==> src/rtl/memmap_pkg.sv <==
package memmap_pkg;
    typedef enum logic [1:0] {
        AREA_NONE = 2'd0,
        AREA_ROM  = 2'd1,
        AREA_HOLE = 2'd2,
        AREA_RAM  = 2'd3
    } area_e;
endpackage

==> src/rtl/memmap_dec3to8.sv <==
module memmap_dec3to8 #(
    parameter int SEL_W = 3,
    localparam int OUTS = 1 << SEL_W
) (
    input  logic             en_n,
    input  logic [SEL_W-1:0] sel,
    output logic [OUTS-1:0]  y_n
);
    for (genvar i = 0; i < OUTS; i++) begin : g_out
        assign y_n[i] = en_n | (sel != SEL_W'(i));
    end
endmodule

==> src/rtl/memmap_rom.sv <==
module memmap_rom #(
    parameter int          OFF_W = 14,
    parameter logic [7:0]  KEY   = 8'h3C
) (
    input  logic [OFF_W-1:0] off,
    output logic [7:0]       dout
);
    logic [OFF_W-1:0] hi_part;
    always_comb begin
        hi_part = off >> 8;
        dout    = off[7:0] ^ hi_part[7:0] ^ KEY;
    end
endmodule

==> src/rtl/memmap_ram.sv <==
module memmap_ram #(
    parameter int AW     = 8,
    parameter int DW     = 8,
    localparam int DEPTH = 1 << AW
) (
    input  logic          clk,
    input  logic          rst_n,
    input  logic          cs_n,
    input  logic          we_n,
    input  logic [AW-1:0] a,
    input  logic [DW-1:0] din,
    output logic [DW-1:0] dout
);
    logic [DW-1:0] mem [DEPTH];

    always_ff @(posedge clk or negedge rst_n) begin
        if (!rst_n) begin
            for (int i = 0; i < DEPTH; i++) mem[i] <= '0;
        end else if (!cs_n && !we_n) begin
            mem[a] <= din;
        end
    end

    assign dout = mem[a];
endmodule

==> src/rtl/memmap_subsys.sv <==
module memmap_subsys
    import memmap_pkg::*;
#(
    parameter int         ADDR_W    = 16,
    parameter int         DATA_W    = 8,
    parameter int         RAM_AW    = 8,
    parameter logic [7:0] IDLE_BYTE = 8'hFF,
    parameter logic [7:0] ROM_KEY   = 8'h3C
) (
    input  logic              clk,
    input  logic              rst_n,
    input  logic [ADDR_W-1:0] addr,
    input  logic [DATA_W-1:0] wdata,
    input  logic              mreq_n,
    input  logic              rw_n,
    output logic [DATA_W-1:0] rdata,
    output logic              rom_sel_n,
    output logic              hole_sel_n,
    output logic              ram_sel_n,
    output logic              ram_we_n
);
    localparam int BLK_SHIFT = ADDR_W - 3;
    localparam int ROM_OW    = BLK_SHIFT + 1;

    logic [7:0]        blk_n;
    logic [DATA_W-1:0] rom_q;
    logic [DATA_W-1:0] ram_q;
    area_e             area;

    memmap_dec3to8 #(.SEL_W(3)) u_dec (
        .en_n (mreq_n),
        .sel  (addr[ADDR_W-1:BLK_SHIFT]),
        .y_n  (blk_n)
    );

    assign rom_sel_n  = blk_n[0] & blk_n[1];
    assign hole_sel_n = blk_n[2];
    assign ram_sel_n  = &blk_n[7:3];
    assign ram_we_n   = ram_sel_n | rw_n;

    memmap_rom #(.OFF_W(ROM_OW), .KEY(ROM_KEY)) u_rom (
        .off  (addr[ROM_OW-1:0]),
        .dout (rom_q)
    );

    memmap_ram #(.AW(RAM_AW), .DW(DATA_W)) u_ram (
        .clk  (clk),
        .rst_n(rst_n),
        .cs_n (ram_sel_n),
        .we_n (ram_we_n),
        .a    (addr[RAM_AW-1:0]),
        .din  (wdata),
        .dout (ram_q)
    );

    always_comb begin
        area = AREA_NONE;
        if (!rom_sel_n)       area = AREA_ROM;
        else if (!hole_sel_n) area = AREA_HOLE;
        else if (!ram_sel_n)  area = AREA_RAM;
    end

    always_comb begin
        unique case (area)
            AREA_ROM: rdata = rom_q;
            AREA_RAM: rdata = ram_q;
            default:  rdata = DATA_W'(IDLE_BYTE);
        endcase
    end

    AST_ONE_SELECT: assert property (@(posedge clk) disable iff (!rst_n)
        $countones({~rom_sel_n, ~hole_sel_n, ~ram_sel_n}) <= 1);
    AST_IDLE_QUIET: assert property (@(posedge clk) disable iff (!rst_n)
        mreq_n |-> (rom_sel_n && hole_sel_n && ram_sel_n && ram_we_n
                    && rdata == DATA_W'(IDLE_BYTE)));
    AST_WE_GATED: assert property (@(posedge clk) disable iff (!rst_n)
        !ram_we_n |-> (!ram_sel_n && !rw_n && !mreq_n));
    AST_HOLE_IDLE: assert property (@(posedge clk) disable iff (!rst_n)
        !hole_sel_n |-> rdata == DATA_W'(IDLE_BYTE));
    AST_ROM_SEL_RANGE: assert property (@(posedge clk) disable iff (!rst_n)
        !rom_sel_n |-> addr[ADDR_W-1:BLK_SHIFT+1] == 2'b00);
    AST_WRITE_READBACK: assert property (@(posedge clk) disable iff (!rst_n)
        (!ram_sel_n && rw_n && $past(rst_n) && !$past(ram_we_n)
         && $past(addr[RAM_AW-1:0]) == addr[RAM_AW-1:0])
        |-> rdata == $past(wdata));
endmodule

==> config.mk <==
export PLATFORM = sky130hd
export DESIGN_NAME = memmap_subsys
export DESIGN_NICKNAME = d
export VERILOG_FILES = /design/src/rtl/memmap_pkg.sv /design/src/rtl/memmap_dec3to8.sv /design/src/rtl/memmap_rom.sv /design/src/rtl/memmap_ram.sv /design/src/rtl/memmap_subsys.sv
export SDC_FILE = /design/constraint.sdc
export NUM_CORES = 2
export LEC_CHECK = 0
export BUFFER_PORTS_ARGS = -buffer_cell sky130_fd_sc_hd__buf_2
export CAP_MARGIN = 10
export CELL_PAD_IN_SITES_DETAIL_PLACEMENT = 1
export CELL_PAD_IN_SITES_GLOBAL_PLACEMENT = 1
export CORE_ASPECT_RATIO = 2
export CORE_MARGIN = 4
export CORE_UTILIZATION = 43
export CTS_BUF_LIST = sky130_fd_sc_hd__clkbuf_8 sky130_fd_sc_hd__clkbuf_16
export DETAILED_ROUTE_END_ITERATION = 10
export HOLD_SLACK_MARGIN = 0.15
export PLACE_DENSITY_LB_ADDON = 0.1
export SYNTH_ARGS = -nofsm -noshare
export SYNTH_HDL_FRONTEND = slang
export SYNTH_SLANG_ARGS = --single-unit
==> constraint.sdc <==
create_clock -name clk -period 3.3 [get_ports clk]
set_clock_uncertainty 0.05 [all_clocks]
set_input_delay 0.66 -clock clk [delete_from_list [all_inputs] [get_ports clk]]
set_output_delay 0.66 -clock clk [all_outputs]
set_load 0.005 [all_outputs]
* Word-level counts from Yosys, hierarchy flattened
Cells that the tools add are included.
** Cells by class
- Order comparisons :: 2
- Reduce and logical (&&, ||, !) cells :: 6
- Equality and inequality tests :: 9
- Bitwise gates (word level) :: 13
- Mux-type cells :: 10
** Operators by type and width (count)
- bitwise mux 2048 bit :: 1
- binary-select mux 8 bit (select 8 bit) :: 1
- demux 8 bit (select 8 bit) :: 1
- two-way mux 8 bit :: 3
- one-hot mux 8 bit (2 select lines) :: 1
- != test 3 bit, second input constant :: 4
- greater-or-equal comparator 9 bit, second input constant :: 1
- less-than comparator 9 x 1 -> 1 bit, second input constant :: 1
- NOT 8 -> 9 bit :: 1
- bitwise OR 1 bit :: 9
- XOR 8 x 6 -> 8 bit :: 1
- two-way mux 2 bit :: 3
- != test 3 x 2 -> 1 bit, second input constant :: 2
- AND reduction 5 bit :: 1
- NOT 4 bit :: 1
- != test 3 x 1 -> 1 bit, second input constant :: 1
- nonzero test 3 bit :: 1
- equality test 2 x 1 -> 1 bit, second input constant :: 1
- equality test 2 bit, second input constant :: 1
- logical AND 1 bit :: 2
- logical NOT 1 bit :: 2
- bitwise AND 1 bit :: 1
** Word-level totals
- Flip-flop bits (word level) :: 2048
- Input port bits :: 28
- Word-level logic and storage cells :: 296

* Logic depth before layout (Yosys ltp)
- Depth in word-level cells :: 8
- Gate-level depth with buffers :: 13
- Gate-level depth less buffers :: 8

* By module
From an unflattened synthesis, not the netlist that was laid out.
** Second synthesis, totals
- Cells, all modules :: 5844
- Area, all modules :: 92336.1 µm²
** By module, submodules not included
- memmap_ram :: instances 1, cells an instance 5796, sequential area each 51249.2 µm², area each 91951.9 µm²
- memmap_subsys :: instances 1, cells an instance 32, sequential area each 0.0 µm², area each 236.5 µm²
- memmap_dec3to8 :: instances 1, cells an instance 8, sequential area each 0.0 µm², area each 80.1 µm²
- memmap_rom :: instances 1, cells an instance 8, sequential area each 0.0 µm², area each 67.6 µm²

* Worst setup path after synthesis
No wires, ideal clock.
- Path kind :: input -> output
- From :: input port addr[0]
- To :: output port rdata[3]
- Cell stages on the path :: 10
- Slack :: -0.032 ns
- Path buffers :: 4
- Data arrival time :: 2.622 ns
- Path through :: buf_6 buf_8 buf_6 buf_4 mux4_2 a22oi_1 nand3_1 nor4_2 nor2_1 a31o_1
** On the way
- Cells in the longest elaborated chain, start to end :: 5
** Ends and longest elaborated chain
- start, declared :: RTL line memmap_subsys.sv:12 : input logic [ADDR_W-1:0] addr,
- NOT 8 -> 9 bit (implied by the code) :: RTL line memmap_ram.sv:24 : assign dout = mem[a];
- binary-select mux 8 bit (select 8 bit) :: RTL line memmap_ram.sv:24
- two-way mux 8 bit (implied by the code) (2 in series) :: RTL line memmap_ram.sv:24
- one-hot mux 8 bit (2 select lines) :: RTL line memmap_subsys.sv:64 : unique case (area)
- end, declared :: RTL line memmap_subsys.sv:16 : output logic [DATA_W-1:0] rdata,
Every way passes these cells. The select of a mux whose other input is x is not followed.

* Worst setup path after layout
- From :: input port addr[0]
- To :: output port rdata[2]
The elaborated chain is that of the path after synthesis.

==> metrics.md <==
| Metric | Value |
|---|---|
| Run status | `finished with violations` |
| Violated checks | `setup timing` |
| Min-delay src | `wdata[5]` |
| Pleak | `56.3 nW` |
| Fraction of layout instances using a drive strength above 1 | `56.3%` |
| Final hold slack | `0.262 ns` |
| Leading cell type in the layout, fill and taps excluded | `sky130_fd_sc_hd__dfrtp_1` |
| WS Path Type | `primary input to output port` |
| Most flops, register | `u_ram.mem` |
| Critical Path Source Type | `primary input` |
| Number of instances in the synthesized netlist | `6,067` |
| Max-slew headroom | `31.3%` |
| Placed cell count | `9,486` |
| Max-cap viol count | `0` |
| Worst min path class | `primary input to flip-flop` |
| Die extent in y | `670 um` |
| Multi-input combinational cell area | `41,100 um^2` |
| Via/cell ratio | `5.89` |
| Router iterations before antenna repair | `5` |
| Yosys reg bits | `2,048` |
| Final GP Congestion | `0.871` |
| Number of nets produced by synthesis | `6,095` |
| First-pass GRT wire length | `485 mm` |
| ANT nets after route | `0` |
| Hold Vio Cnt, Final | `0` |
| Root Buffer | `sky130_fd_sc_hd__clkbuf_16` |
| Post-Synthesis Cell Area | `94,200 um^2` |
| Max reg flops | `2,048` |
| Routed WL | `334 mm` |
| Clock input transition at the sequential cells of the worst setup and hold paths | `0.06 ns` |
| Data required time at the worst endpoint | `2.59 ns` |
| Largest net degree at the start of global routing | `107` |
| Arrival @ worst endpoint | `3.65 ns` |
| Nature of the critical path endpoint | `output port` |
| Library cells used by synthesis | `76` |
| Hold worst-path end | `u_ram.mem[293]` |
| Area of the placeable core | `218,000 um^2` |
| Number of pins exceeding their max-slew limit in the final report | `0` |
| Max VDD drop | `0.000356 V` |
| Total power divided by cell area | `465 nW/um^2` |
| Area of the die | `227,000 um^2` |
| Largest registers | `u_ram.mem: 2048 flops` |
| Final-layout fill cell count | `20,514` |
| Path depth of the worst reg2reg path | `1` |
| Area growth from synthesis to layout | `20.9%` |
| Initial antenna violation count | `5` |
| TritonCTS buffer count | `197` |
| Cell area after layout | `114,000 um^2` |
| Placed wire-length estimate after detailed placement | `241 mm` |
| Count of standard-cell rows | `242` |
| Async set-reset flop share out of synthesis | `100%` |
| Transition time at the pin with the least slew margin | `1.03 ns` |
| Most frequent cells in the layout | `2,048 x sky130_fd_sc_hd__dfrtp_1, 2,007 x sky130_fd_sc_hd__mux2_2, 775 x sky130_fd_sc_hd__buf_4, 415 x sky130_fd_sc_hd__mux4_2, 308 x sky130_fd_sc_hd__nand2_1` |
| Final critical-path share of the clock period | `132%` |
| Sequential cell area fraction in the yosys report | `54.4%` |
| Number of H-tree levels | `4` |
| I/O pins | `40` |
| Yosys warnings | `0` |
| Endpoint of the most critical register-to-register path | `u_ram.mem[575]` |
| Insertion delay to the later sink of the worst-skew pair | `0.85 ns` |
| Max Clock Freq | `0.229 GHz` |
| Finish-stage setup viols | `8` |
| Total global routing track utilization | `29.3%` |
| Remaining global-route overflow | `0` |
| Via count of the first global-routing pass | `66,214` |
| Worst hold path stage count | `2` |
| Non-Filler Instances | `9,861` |
| Layout Nets | `6,938` |
| Final period demand of the worst path | `4.36 ns` |
| RSZ-0062 raised after global routing | `true` |
| Number of vias in the routed layout | `58,113` |
| Placed Area | `106,000 um^2` |
| Storage cell area | `51,200 um^2` |
| Register-to-register setup slack | `2.42 ns` |
| Startpoint of the worst register-to-register path | `u_ram.mem[575]` |
| Post-synth EDFFs | `0` |
| Peak fanout along the critical path | `8` |
| Number of buffers on the longest clock path | `4` |
| Detailed-route wire length per cell | `33.9 um` |
| Worst setup margin | `-1.06 ns` |
| Primary flip-flop cell chosen by synthesis mapping | `sky130_fd_sc_hd__dfrtp_1` |
| Initial drt markers | `3,185` |
| Total DRC errors in the routed layout | `0` |
| Width of the die | `339 um` |
| TritonCTS clock tree | `built` |
| Post-synthesis average cell area | `15.5 um^2` |
| Number of input and output port buffers inserted | `39` |
| Starting density of the core | `43.3%` |
| # clock sinks | `2,048` |
| Final core utilization | `52.3%` |
## area by class of cell
cell class / count / share of cell area, %
clock buffer: 253 / 5.06
clock inverter: 85 / 0.497
antenna: 6 / 0.0132
timing repair buffer: 1096 / 10.3
multi-input combinational: 3558 / 36.1
tap: 2806 / 3.08
sequential: 2048 / 45.0
inverter: 9 / 0.0340
## logic make-up (layout without fill, tap and decap cells)
family,after synthesis,after routing,share of synthesized area (%)
DFF,2048,2048,54.4
other,0,6,0
and+or+nand+nor,546,546,2.62
muxes,2705,2705,37.9
buffers and inverters,461,1443,2.73
AOI/OAI and AO/OA,301,301,2.33
xor gates and xnor gates,6,6,0.0558
## synthesized netlist by cell type, types with 25 or more instances
| cell | n | area, um^2 |
|---|---|---|
| sky130_fd_sc_hd__mux2i_1 | 168 | 1680 |
| sky130_fd_sc_hd__a221oi_1 | 25 | 219 |
| sky130_fd_sc_hd__nand3_1 | 38 | 190 |
| sky130_fd_sc_hd__clkbuf_1 | 275 | 1030 |
| sky130_fd_sc_hd__mux4_1 | 55 | 1450 |
| sky130_fd_sc_hd__mux4_2 | 411 | 9260 |
| sky130_fd_sc_hd__mux2_2 | 2007 | 22600 |
| sky130_fd_sc_hd__a21oi_1 | 40 | 200 |
| sky130_fd_sc_hd__buf_2 | 84 | 420 |
| sky130_fd_sc_hd__o21ai_0 | 30 | 150 |
| sky130_fd_sc_hd__dfrtp_1 | 2048 | 51200 |
| sky130_fd_sc_hd__buf_6 | 25 | 282 |
| sky130_fd_sc_hd__mux2_1 | 64 | 721 |
| sky130_fd_sc_hd__o22ai_1 | 26 | 163 |
| sky130_fd_sc_hd__a22oi_1 | 62 | 465 |
| sky130_fd_sc_hd__nand2_2 | 26 | 163 |
| sky130_fd_sc_hd__nor2_1 | 60 | 225 |
| sky130_fd_sc_hd__nand2_1 | 310 | 1160 |
| sky130_fd_sc_hd__buf_4 | 26 | 195 |
## worst max-delay path, stage by stage
cell and delay, ns:
sky130_fd_sc_hd__buf_16 0.14, sky130_fd_sc_hd__buf_16 0.23, sky130_fd_sc_hd__buf_8 0.13, sky130_fd_sc_hd__buf_6 0.11, sky130_fd_sc_hd__mux4_2 0.43, sky130_fd_sc_hd__mux4_2 0.31
sky130_fd_sc_hd__nor2_4 0.07, sky130_fd_sc_hd__a31oi_4 0.33, sky130_fd_sc_hd__nand4_1 0.40, sky130_fd_sc_hd__o41ai_2 0.44, sky130_fd_sc_hd__buf_4 0.19, sky130_fd_sc_hd__buf_6 0.09
## worst max-delay path by stage
| stage | startpoint | end | slack [ns] | depth (start not counted) |
|---|---|---|---|---|
| floorplan | addr[0] | rdata[0] | 0.0003 | 9 |
| global placement | addr[0] | rdata[3] | -1.75 | 12 |
| detailed placement | addr[0] | rdata[2] | -1.60 | 13 |
| CTS | addr[0] | rdata[2] | -1.03 | 12 |
| global route | addr[0] | rdata[3] | -1.04 | 13 |
| finish | addr[0] | rdata[2] | -1.06 | 12 |
## routing by layer
layer | up-vias | share of wire, % | global-route usage [%]
met5 | - | 0.0039 | 0
met4 | 2 | 6.9 | 16.8
met3 | 605 | 2.9 | 2.99
met2 | 1139 | 54 | 54.0
met1 | 31947 | 37 | 32.9
li1 | 24420 | - | -
## power breakdown
| part | internal, W | total, W | switching (W) |
|---|---|---|---|
| clock network | 0.0128 | 0.0228 | 0.0100 |
| registers | 0.0256 | 0.0258 | 0.000243 |
| logic | 0.00175 | 0.00448 | 0.00273 |
| total | 0.0401 | 0.0530 | 0.0130 |
## stage by stage
stage,setup TNS (ns),setup slack (ns),power [W]
floorplan,0,0.000331,0.0281
global route,-7.76,-1.04,0.0548
finish,-7.76,-1.06,0.0530
detailed placement,-145.10,-1.60,0.0306
CTS,-7.95,-1.03,0.0536
global placement,-115.08,-1.75,0.0305
## timing repair
| action | CTS | global route |
|---|---|---|
| resized for setup | 85 | 84 |
| pin swaps | 16 | 13 |
| buffers inserted | 17 | 13 |
| cloned | 4 | 2 |
| hold buffers | 1 | 0 |
| endpoints found under the hold margin | 71 | 0 |
| setup endpoints to repair | 8 | 8 |
Power figures use the tool's default switching activity.
